[config.mk]
export PLATFORM = sky130hd
export DESIGN_NAME = wadapt_top
export DESIGN_NICKNAME = d
export VERILOG_FILES = /design/src/rtl/wadapt_pkg.sv /design/src/rtl/wadapt_lane.sv /design/src/rtl/wadapt_adapter.sv /design/src/rtl/wadapt_mem.sv /design/src/rtl/wadapt_top.sv
export SDC_FILE = /design/constraint.sdc
export NUM_CORES = 1
export LEC_CHECK = 0
export BUFFER_PORTS_ARGS = -buffer_cell sky130_fd_sc_hd__buf_2
export CORE_MARGIN = 2
export CORE_UTILIZATION = 66
export DETAILED_ROUTE_END_ITERATION = 6
export GPL_ROUTABILITY_DRIVEN = 1
export HOLD_SLACK_MARGIN = 0.05
export PLACE_DENSITY_LB_ADDON = 0.2
export SLEW_MARGIN = 20
export SYNTH_ARGS = -nofsm -noshare
export SYNTH_HDL_FRONTEND = slang
export SYNTH_HIERARCHICAL = 1
export SYNTH_SLANG_ARGS = --single-unit
export TNS_END_PERCENT = 5
[constraint.sdc]
create_clock -name clk -period 12.5 [get_ports clk]
set_input_delay 0.625 -clock clk [delete_from_list [all_inputs] [get_ports clk]]
set_output_delay 0.625 -clock clk [all_outputs]
set_load 0.01 [all_outputs]
[src/rtl/wadapt_pkg.sv]
package wadapt_pkg;

  // Base of the array after rounding down to a wide-word boundary.
  function automatic int align_base(input int base, input int k);
    int m;
    m = (1 << k) - 1;
    return base & ~m;
  endfunction

  // Span after absorbing the base remainder and rounding up to a wide word.
  function automatic int align_span(input int base, input int span, input int k);
    int m;
    int s;
    m = (1 << k) - 1;
    s = span + (base & m);
    if ((s & m) != 0) s = (s | m) + 1;
    return s;
  endfunction

endpackage

[src/rtl/wadapt_lane.sv]
module wadapt_lane #(
  parameter int NW        = 8,
  parameter bit CARRY_DAT = 1'b1
) (
  input  logic          sel,
  input  logic [NW-1:0] din,
  input  logic [NW-1:0] ein,
  output logic [NW-1:0] dout,
  output logic [NW-1:0] eout
);

  always_comb begin
    eout = sel ? ein : '0;
  end

  generate
    if (CARRY_DAT) begin : g_dat
      assign dout = din;
    end else begin : g_zero
      assign dout = '0;
    end
  endgenerate

endmodule

[src/rtl/wadapt_adapter.sv]
module wadapt_adapter #(
  parameter int AW         = 6,
  parameter int BW         = 4,
  parameter int P          = 1,
  parameter int K          = 3,
  parameter int FIXED_LANE = -1,
  localparam int NW        = BW << P,
  localparam int WW        = BW << K,
  localparam int LANES     = 1 << (K - P)
) (
  input  logic [AW-1:0] nar_addr,
  input  logic [NW-1:0] nar_data,
  input  logic [NW-1:0] nar_en,
  output logic [AW-1:0] wide_addr,
  output logic [WW-1:0] wide_data,
  output logic [WW-1:0] wide_en
);

  localparam logic [AW-1:0] KMASK    = AW'((1 << K) - 1);
  localparam logic [AW-1:0] LANEMASK = AW'(((1 << K) - 1) & ~((1 << P) - 1));

  generate
    if (LANES == 1) begin : g_pass
      assign wide_addr = nar_addr;
      assign wide_data = nar_data;
      assign wide_en   = nar_en;
    end else begin : g_widen
      logic [AW-1:0] lane_idx;

      always_comb begin
        lane_idx  = (nar_addr & KMASK) >> P;
        wide_addr = nar_addr & ~LANEMASK;
      end

      for (genvar l = 0; l < LANES; l++) begin : g_lane
        logic sel;
        if (FIXED_LANE < 0) begin : g_dec
          assign sel = (lane_idx == AW'(l));
        end else begin : g_fix
          assign sel = (FIXED_LANE == l);
        end

        wadapt_lane #(
          .NW       (NW),
          .CARRY_DAT((FIXED_LANE < 0) || (FIXED_LANE == l))
        ) u_lane (
          .sel (sel),
          .din (nar_data),
          .ein (nar_en),
          .dout(wide_data[l*NW +: NW]),
          .eout(wide_en[l*NW +: NW])
        );
      end
    end
  endgenerate

endmodule

[src/rtl/wadapt_mem.sv]
module wadapt_mem #(
  parameter int AW    = 6,
  parameter int BW    = 4,
  parameter int P     = 1,
  parameter int K     = 3,
  parameter int START = 5,
  parameter int SIZE  = 37,
  localparam int NW   = BW << P,
  localparam int WW   = BW << K
) (
  input  logic          clk,
  input  logic          rst_n,
  input  logic [AW-1:0] wr_addr,
  input  logic [WW-1:0] wr_data,
  input  logic [WW-1:0] wr_en,
  input  logic [AW-1:0] pk_addr,
  output logic [NW-1:0] pk_data
);

  localparam int ABASE = wadapt_pkg::align_base(START, K);
  localparam int ASPAN = wadapt_pkg::align_span(START, SIZE, K);
  localparam int DEPTH = ASPAN >> K;
  localparam int IW    = (DEPTH > 1) ? $clog2(DEPTH) : 1;
  localparam logic [AW+1:0] BASE_X = (AW+2)'(ABASE);
  localparam logic [AW+1:0] SPAN_X = (AW+2)'(ASPAN);
  localparam logic [AW-1:0] KMASK  = AW'((1 << K) - 1);

  logic [WW-1:0] mem_q [DEPTH];
  logic [WW-1:0] mem_d [DEPTH];

  logic [AW+1:0] wr_off;
  logic          wr_hit;
  logic [IW-1:0] wr_idx;

  logic [AW+1:0] pk_off;
  logic          pk_hit;
  logic [IW-1:0] pk_idx;
  logic [AW-1:0] pk_lane;
  logic [WW-1:0] pk_word;

  // Write side: offset from aligned base; a wrap below base lands out of span.
  always_comb begin
    wr_off = {2'b00, wr_addr} - BASE_X;
    wr_hit = (wr_off < SPAN_X) && (wr_en != '0);
    wr_idx = IW'(wr_off >> K);
  end

  // Next-state: bitwise merge into the addressed wide word.
  always_comb begin
    mem_d = mem_q;
    if (wr_hit) begin
      mem_d[wr_idx] = (mem_q[wr_idx] & ~wr_en) | (wr_data & wr_en);
    end
  end

  always_ff @(posedge clk or negedge rst_n) begin
    if (!rst_n) begin
      for (int i = 0; i < DEPTH; i++) mem_q[i] <= '0;
    end else if (wr_hit) begin
      mem_q <= mem_d;
    end
  end

  // Lookup side.
  always_comb begin
    pk_off  = {2'b00, pk_addr} - BASE_X;
    pk_hit  = (pk_off < SPAN_X);
    pk_idx  = IW'(pk_off >> K);
    pk_lane = (pk_addr & KMASK) >> P;
    pk_word = mem_q[pk_idx];
    pk_data = pk_hit ? NW'(pk_word >> (NW * int'(pk_lane))) : '0;
  end

endmodule

[src/rtl/wadapt_top.sv]
module wadapt_top #(
  parameter int AW         = 6,
  parameter int BW         = 4,
  parameter int P          = 1,
  parameter int K          = 3,
  parameter int START      = 5,
  parameter int SIZE       = 37,
  parameter int FIXED_LANE = -1,
  localparam int NW        = BW << P,
  localparam int WW        = BW << K
) (
  input  logic          clk,
  input  logic          rst_n,
  input  logic [AW-1:0] nar_wr_addr,
  input  logic [NW-1:0] nar_wr_data,
  input  logic [NW-1:0] nar_wr_en,
  output logic [AW-1:0] wide_wr_addr,
  output logic [WW-1:0] wide_wr_data,
  output logic [WW-1:0] wide_wr_en,
  input  logic [AW-1:0] peek_addr,
  output logic [NW-1:0] peek_data
);

  logic [1:0] rst_sync_q;
  logic       rst_int_n;

  always_ff @(posedge clk or negedge rst_n) begin
    if (!rst_n) rst_sync_q <= 2'b00;
    else        rst_sync_q <= {rst_sync_q[0], 1'b1};
  end

  assign rst_int_n = rst_sync_q[1];

  wadapt_adapter #(
    .AW(AW), .BW(BW), .P(P), .K(K), .FIXED_LANE(FIXED_LANE)
  ) u_adapter (
    .nar_addr (nar_wr_addr),
    .nar_data (nar_wr_data),
    .nar_en   (nar_wr_en),
    .wide_addr(wide_wr_addr),
    .wide_data(wide_wr_data),
    .wide_en  (wide_wr_en)
  );

  wadapt_mem #(
    .AW(AW), .BW(BW), .P(P), .K(K), .START(START), .SIZE(SIZE)
  ) u_mem (
    .clk    (clk),
    .rst_n  (rst_int_n),
    .wr_addr(wide_wr_addr),
    .wr_data(wide_wr_data),
    .wr_en  (wide_wr_en),
    .pk_addr(peek_addr),
    .pk_data(peek_data)
  );

endmodule

==> load_flow_metrics.sql, run 1 <==
INSERT INTO impl_metrics (metric_group, metric, value, unit) VALUES
('power', 'power.share.switching', '35.3', '%'),
('logic_synthesis', 'synth-seq-area-share', '39.2', '%'),
('floorplan', 'core_area', '0.0186', 'mm2'),
('setup_path', 'cp_data_required_time', '11.88', 'ns'),
('logic_synthesis', 'postSynthCellCount', '1165', ''),
('floorplan', 'floorplan.die.width', '141', 'um'),
('power', 'total_power', '2.31', 'mW'),
('global_routing', 'use_met2', '58.6', '%'),
('global_routing', 'antenna_found_initial', '0', ''),
('clock_tree', 'cts_resized', '0', ''),
('logic_synthesis', 'cell_taking_the_most_area_after_synthesis', 'sky130_fd_sc_hd__dfrtp_1', ''),
('global_routing', 'wire_length_of_the_first_global_routing_pass', '56000', 'um'),
('floorplan', 'io-pin-count', '108', ''),
('global_routing', 'globalRouteMet1Util', '50.5', '%'),
('setup_path', 'path_class', 'in -> out', ''),
('route', 'antenna_violating_nets_post_route', '0', ''),
('global_routing', 'vias_in_the_first_global_route', '9689', ''),
('power', 'static-leakage-power', '6.95', 'nW'),
('place', 'dp_hpwl', '23400', 'um'),
('logic_synthesis', 'post_synth_instance_area', '0.0124', 'mm2'),
('logic_synthesis', 'yosysUniqueCellTypes', '56', ''),
('setup_path', 'worstRegToRegCells', '4', ''),
('clock_tree', 'hold_buffers', '1', ''),
('timing', 'fin_crit', '3.64', 'ns'),
('power', 'clock_power_share', '25.2', '%'),
('setup_path', 'cp-start-kind', 'input pin', ''),
('setup_path', 'setup.worst_path.end_class', 'primary output', ''),
('timing', 'timing.final.setup_violations', '0', ''),
('power', 'internal-power', '1.50', 'mW'),
('cells_and_area', 'layout.filler_cells', '1418', ''),
('outcome', 'outcome', 'finished clean', ''),
('route', 'route.detailed.vias_per_inst', '6.79', ''),
('logic_synthesis', 'synth_edf_count', '0', ''),
('logic_synthesis', 'ys_dominant_reg_cell', 'sky130_fd_sc_hd__dfrtp_1', ''),
('logic_synthesis', 'synth.area.top_cells', 'sky130_fd_sc_hd__dfrtp_1 (39%), sky130_fd_sc_hd__mux2i_1 (20%), sky130_fd_sc_hd__mux4_2 (5.8%)', ''),
('clock_tree', 'tritoncts', 'yes', ''),
('timing', 'fin_skew', '0.0111', 'ns'),
('run', 'cap_violations', '0', ''),
('setup_path', 'crit_path_max_fanout', '26', ''),
('hold_path', 'min_path_type', 'reg -> async', ''),
('floorplan', 'initial_utilization', '66.7', '%'),
('clock_tree', 'post_cts.repair.setup_buffers', '0', ''),
('power', 'ir_worst_vdd', '0.113', 'mV'),
('timing', 'timing.max_slew.rel_slack', '25.2', '%'),
('floorplan', 'die-area', '0.0199', 'mm2'),
('global_routing', 'grt-busiest-layer', 'met2', ''),
('power', 'net_switching_power_of_the_design', '0.817', 'mW'),
('timing', 'finalHoldViolations', '0', ''),
('timing', 'tightestPinTransition', '1.12', 'ns'),
('logic_synthesis', 'ys_ff_latch', '194', ''),
('logic_synthesis', 'syn_avg_cell_area', '10.6', 'um2'),
('cells_and_area', 'flow.area_growth_from_synthesis', '6.42', '%'),
('clock_tree', 'clkTransAtPathRegs', '0.08', 'ns'),
('logic_synthesis', 'synth_top_area_share', '39.2', '%'),
('clock_tree', 'clockRootBuffer', 'sky130_fd_sc_hd__clkbuf_16', ''),
('floorplan', 'die_height', '141', 'um'),
('route', 'avgRoutedWirePerCell', '25.7', 'um'),
('route', 'detailedRoute.firstPassIterationCount', '7', ''),
('setup_path', 'timing.critical_path.arrival', '3.02', 'ns'),
('clock_tree', 'sink_count', '194', ''),
('global_routing', 'global_route.usage.met3', '8.73', '%'),
('route', 'routed_wirelength', '36900', 'um'),
('place', 'gpl.final_weighted_congestion', '0.919', ''),
('timing', 'fin_crit_sh', '29.1', '%'),
('power', 'combPwrFrac', '29.9', '%'),
('clock_tree', 'cts_made_buffers', '17', ''),
('cells_and_area', 'num-nets-final', '1220', ''),
('timing', 'hold-worst-slack', '0.249', 'ns'),
('timing', 'max_clock_freq', '274', 'MHz'),
('timing', 'setup_repair_after_global_routing_missed_its_margin', 'false', ''),
('logic_synthesis', 'synth.yosys.warnings', '6', '');
-- cell type report --
cell class                      instances  area [um2]  area share, %
Clock buffer                           17         425           3.22
Clock inverter                         15         195           1.48
Inverter                              187         702           5.32
Multi-Input combinational cell        666        6010           45.6
Sequential cell                       194        4860           36.8
Tap cell                              234         293           2.22
Timing Repair Buffer                  124         703           5.33
-- flip-flops by register name, indices dropped and copies added (netlist names) --
name	count
rst_sync_q	2
u_mem/mem_q	192
-- routing by layer --
metal | up-vias | routed length (um)
li1 | 4136 | -
met2 | 641 | 17000
met1 | 4857 | 14500
met3 | 121 | 3820
met5 | - | 0
met4 | 0 | 1580
-- worst max-delay path, stage by stage --
cell and delay [ns]:
sky130_fd_sc_hd__buf_2 0.69, sky130_fd_sc_hd__nor2_1 0.38, sky130_fd_sc_hd__buf_4 0.30, sky130_fd_sc_hd__a221oi_1 0.26, sky130_fd_sc_hd__o21ai_0 0.18, sky130_fd_sc_hd__a32oi_1 0.36, sky130_fd_sc_hd__buf_2 0.20
-- path summary, 6_finish.rpt --
path,from,endpoint,slack [ns]
min in group clk,rst_sync_q[0]$_DFF_PN0_,rst_sync_q[1]$_DFF_PN0_,0.35
setup reg to reg,u_mem/mem_q[185]$_DFFE_PN0P_,u_mem/mem_q[57]$_DFFE_PN0P_,10.79
hold reg to reg,rst_sync_q[1]$_DFF_PN0_,u_mem/mem_q[50]$_DFFE_PN0P_,0.25
hold / removal,rst_sync_q[1]$_DFF_PN0_,u_mem/mem_q[50]$_DFFE_PN0P_,0.25
max in group asynchronous,rst_sync_q[1]$_DFF_PN0_,u_mem/mem_q[100]$_DFFE_PN0P_,10.97
setup / recovery,peek_addr[3],peek_data[6],8.86
-- power groups by stage --
stage / Combinational, mW / Clock [mW] / Sequential [mW]
2_1_floorplan: 0.535 / 0 / 0.991
3_3_place_gp: 0.641 / 0 / 1.04
3_5_place_dp: 0.669 / 0 / 1.04
4_1_cts: 0.677 / 0.588 / 1.03
5_1_grt: 0.755 / 0.611 / 1.06
6_report: 0.692 / 0.583 / 1.04
-- kinds of logic after synthesis --
| family | count (synthesis) | share of synthesized area [%] |
|---|---|---|
| buf+inv | 306 | 12.3 |
| mux | 278 | 25.7 |
| compound gates | 211 | 14.3 |
| flops | 194 | 39.2 |
| simple gates | 174 | 8.45 |
| other cells | 2 | 0.0606 |
-- cells in the final DEF (no fill, tap or decap), types with 23 or more instances in the layout --
| cell type | n |
|---|---|
| sky130_fd_sc_hd__o32ai_1 | 23 |
| sky130_fd_sc_hd__inv_1 | 186 |
| sky130_fd_sc_hd__dfrtp_1 | 193 |
| sky130_fd_sc_hd__buf_2 | 100 |
| sky130_fd_sc_hd__o21ai_0 | 50 |
| sky130_fd_sc_hd__nand2b_1 | 29 |
| sky130_fd_sc_hd__mux2i_1 | 243 |
| sky130_fd_sc_hd__and2_1 | 33 |
| sky130_fd_sc_hd__o2bb2ai_1 | 24 |
| sky130_fd_sc_hd__mux4_2 | 32 |
| sky130_fd_sc_hd__nor2_1 | 35 |
-- metrics by stage --
step                      setup WS, ns  instance area, um2  utilization (%)
after floorplan                   6.69               12400                -
after global placement            8.81               12500             67.5
after CTS                         8.89               13200             70.8
after detailed placement          8.73               12500             67.5
final                             8.86               13200             71.0
after global routing              8.74               13200             71.0
No activity file was read; power rests on OpenSTA's default activity.
==> run 2: changes to the inputs <==
- CORE_UTILIZATION: 66 -> 55
- clock period: 12.5 -> 3.1 ns (I/O delays scaled with it)
==> run 2 against run 1 <==
Compared with the run above: combinational power rose to 4.0 times the previous value; routed wire length up 1.6%; final cell count up 4.7%; power rose to 4.0 times the previous value; flip-flop and latch count unchanged; clock power rose to 3.8 times the previous value; critical path depth down 3; core utilization down 9.7 points; count of clock-buffer cells in the layout up 5; die area up 19%; worst setup slack worse by 8.2 ns; clock skew about the same.
==> load_flow_metrics.sql, run 2 (synthesis gave the netlist of run 1 again) <==
INSERT INTO impl_metrics (metric_group, metric, value, unit) VALUES
('clock_tree', 'clkTransAtPathRegs', '0.07', 'ns'),
('clock_tree', 'cts.htree.levels', '4', ''),
('timing', 'timing.final.setup_violations', '0', ''),
('floorplan', 'core_area', '0.0220', 'mm2'),
('setup_path', 'cpPeakStageDelay', '0.56', 'ns'),
('route', 'detail_route.drc_violations', '0', ''),
('cells_and_area', 'layout_commonest_cell', 'sky130_fd_sc_hd__mux2i_1', ''),
('route', 'avgRoutedWirePerCell', '24.9', 'um'),
('route', 'routed_wirelength', '37500', 'um'),
('clock_tree', 'clockRootBuffer', 'sky130_fd_sc_hd__clkbuf_16', ''),
('setup_path', 'cp_slowest_cell', 'sky130_fd_sc_hd__o21ai_0', ''),
('hold_path', 'hold_path_depth', '4', ''),
('route', 'initialDrtViolationCount', '975', ''),
('setup_path', 'path_class', 'reg -> out', ''),
('setup_path', 'timing.critical_path.arrival', '2.32', 'ns'),
('timing', 'timing.setup.tns', '0', 'ns'),
('timing', 'tightestPinTransition', '0.873', 'ns'),
('timing', 'max_clock_freq', '404', 'MHz'),
('cells_and_area', 'flow.area_growth_from_synthesis', '8.50', '%'),
('route', 'antenna_violating_nets_post_route', '0', ''),
('global_routing', 'grt_max_degree', '67', ''),
('setup_path', 'reg2reg_slack', '1.39', 'ns'),
('route', 'route.detailed.vias_per_inst', '6.36', ''),
('clock_tree', 'cts_resized', '0', ''),
('setup_path', 'critical_path.reg2reg.startpoint', 'u_mem/mem_q[187]$_DFFE_PN0P_', ''),
('clock_tree', 'bufs_on_longest_clock_path', '2', ''),
('setup_path', 'worstPathCellList', 'mux4_2 -> o21ai_0 -> a32oi_1 -> buf_2', ''),
('setup_path', 'worstRegToRegCells', '4', ''),
('setup_path', 'setup.worst_path.end_class', 'primary output', ''),
('cells_and_area', 'drive_gt1_share', '20.8', '%'),
('run', 'cap_violations', '0', ''),
('global_routing', 'antenna_found_initial', '1', ''),
('timing', 'timing.max_slew.rel_slack', '41.8', '%'),
('clock_tree', 'cts_made_buffers', '17', ''),
('timing', 'finalHoldViolations', '0', ''),
('global_routing', 'global_route.overflow_total', '0', ''),
('setup_path', 'cp-start-kind', 'flip-flop', ''),
('place', 'port-buffer-count', '102', ''),
('cells_and_area', 'top_regs', 'u_mem/mem_q: 192 flops, rst_sync_q: 2 flops', ''),
('cells_and_area', 'max_flop_register', 'u_mem/mem_q', ''),
('timing', 'fin_crit_sh', '79.9', '%'),
('global_routing', 'grt_util_all_layers', '32.2', '%'),
('power', 'static-leakage-power', '7.06', 'nW'),
('hold_path', 'hp_start', 'nar_wr_data[1]', ''),
('timing', 'smallest_setup_slack_after_layout', '0.624', 'ns'),
('floorplan', 'die_height', '154', 'um'),
('hold_path', 'min_path_type', 'in -> reg', ''),
('floorplan', 'die-area', '0.0238', 'mm2'),
('clock_tree', 'tritoncts', 'yes', ''),
('outcome', 'outcome', 'finished clean', ''),
('clock_tree', 'sink_count', '194', ''),
('setup_path', 'worst_r2r_endpoint', 'u_mem/mem_q[155]$_DFFE_PN0P_', ''),
('power', 'ir_worst_vdd', '0.519', 'mV'),
('floorplan', 'floorplan.die.width', '154', 'um'),
('clock_tree', 'insertion_delay', '0.44', 'ns'),
('floorplan', 'core.rowCount', '54', ''),
('timing', 'fin_crit', '2.48', 'ns'),
('cells_and_area', 'num-nets-final', '1241', ''),
('setup_path', 'crit_path_max_fanout', '3', ''),
('hold_path', 'hold_path_end', 'u_mem/mem_q[185]$_DFFE_PN0P_', ''),
('floorplan', 'initial_utilization', '56.5', '%'),
('floorplan', 'io-pin-count', '108', ''),
('setup_path', 'cp_data_required_time', '2.94', 'ns'),
('place', 'gpl.final_weighted_congestion', '0.911', ''),
('place', 'dp_slack', '0.443', 'ns'),
('cells_and_area', 'final_cell_mix', 'sky130_fd_sc_hd__mux2i_1 (243), sky130_fd_sc_hd__dfrtp_1 (193), sky130_fd_sc_hd__inv_1 (186)', ''),
('power', 'power-per-cell-area', '687', 'mW/mm2'),
('cells_and_area', 'antenna_cells', '0', ''),
('global_routing', 'vias_in_the_first_global_route', '9435', ''),
('route', 'detailroute.via_count', '9570', ''),
('place', 'dp_hpwl', '25700', 'um'),
('global_routing', 'wire_length_of_the_first_global_routing_pass', '57500', 'um'),
('cells_and_area', 'largest_register_ffs', '192', ''),
('timing', 'slew_violations', '0', ''),
('timing', 'fin_skew', '0.0114', 'ns'),
('route', 'detailedRoute.firstPassIterationCount', '6', ''),
('timing', 'setup_repair_after_global_routing_missed_its_margin', 'false', '');
[run 2: per-layer routing]
metal / vias to the layer above / global-route usage [%] / wire (um)
li1: 4160 / - / -
met1: 4794 / 45.0 / 15800
met2: 530 / 48.6 / 16700
met3: 86 / 8.88 / 3700
met4: 0 / 11.3 / 1270
met5: - / 0 / 0
[run 2: worst max-delay path by stage]
| stage | startpoint | end | slack [ns] | cells past startpoint |
|---|---|---|---|---|
| 6_report | u_mem/mem_q[184]$_DFFE_PN0P_ | peek_data[0] | 0.62 | 4 |
| 5_1_grt | peek_addr[5] | peek_data[4] | 0.62 | 6 |
| 4_1_cts | u_mem/mem_q[158]$_DFFE_PN0P_ | peek_data[6] | 0.68 | 4 |
| 3_5_place_dp | nar_wr_addr[1] | u_mem/mem_q[178]$_DFFE_PN0P_ | 0.44 | 9 |
| 3_3_place_gp | nar_wr_addr[1] | u_mem/mem_q[188]$_DFFE_PN0P_ | 0.49 | 9 |
| 2_1_floorplan | nar_wr_addr[2] | u_mem/mem_q[24]$_DFFE_PN0P_ | 1.11 | 8 |
[run 2: stage by stage]
| step | hold slack, ns | instance area [um2] | utilization, % | instances | total power [mW] |
|---|---|---|---|---|---|
| 6_report | 0.296 | 13400 | 61.2 | 1504 | 9.24 |
| 5_1_grt | 0.305 | 13400 | 61.2 | 1504 | 9.78 |
| 4_1_cts | 0.293 | 13400 | 61.2 | 1504 | 9.24 |
| 3_5_place_dp | -0.0567 | 12800 | 58.5 | 1470 | 6.97 |
| 3_3_place_gp | -0.0601 | 12800 | 58.5 | 1470 | 6.85 |
| 2_1_floorplan | -0.141 | 12400 | - | 1166 | 6.15 |
[run 2: area by class of cell]
class	instances	area (um2)
Timing Repair Buffer	145	943
Clock inverter	10	126
Sequential cell	194	4860
Tap cell	280	350
Inverter	187	702
Multi-Input combinational cell	666	6010
Clock buffer	22	454
Fill cell	1823	8510
[run 2: repair_timing]
action	in CTS	in global routing
setup buffers	0	0
hold buffers	2	0
endpoints found under the hold margin	2	0
[run 2: power by group]
part,switching [mW],total [mW],internal (mW)
Clock,1.02,2.24,1.22
Sequential,0.745,4.21,3.46
Combinational,1.50,2.80,1.30
[run 2: worst max-delay path, delay by kind of cell, from the launching register on]
family	cells	cell delay, ns
flops	1	0.41
buf+inv	1	0.20
mux	1	0.46
compound gates	2	0.82
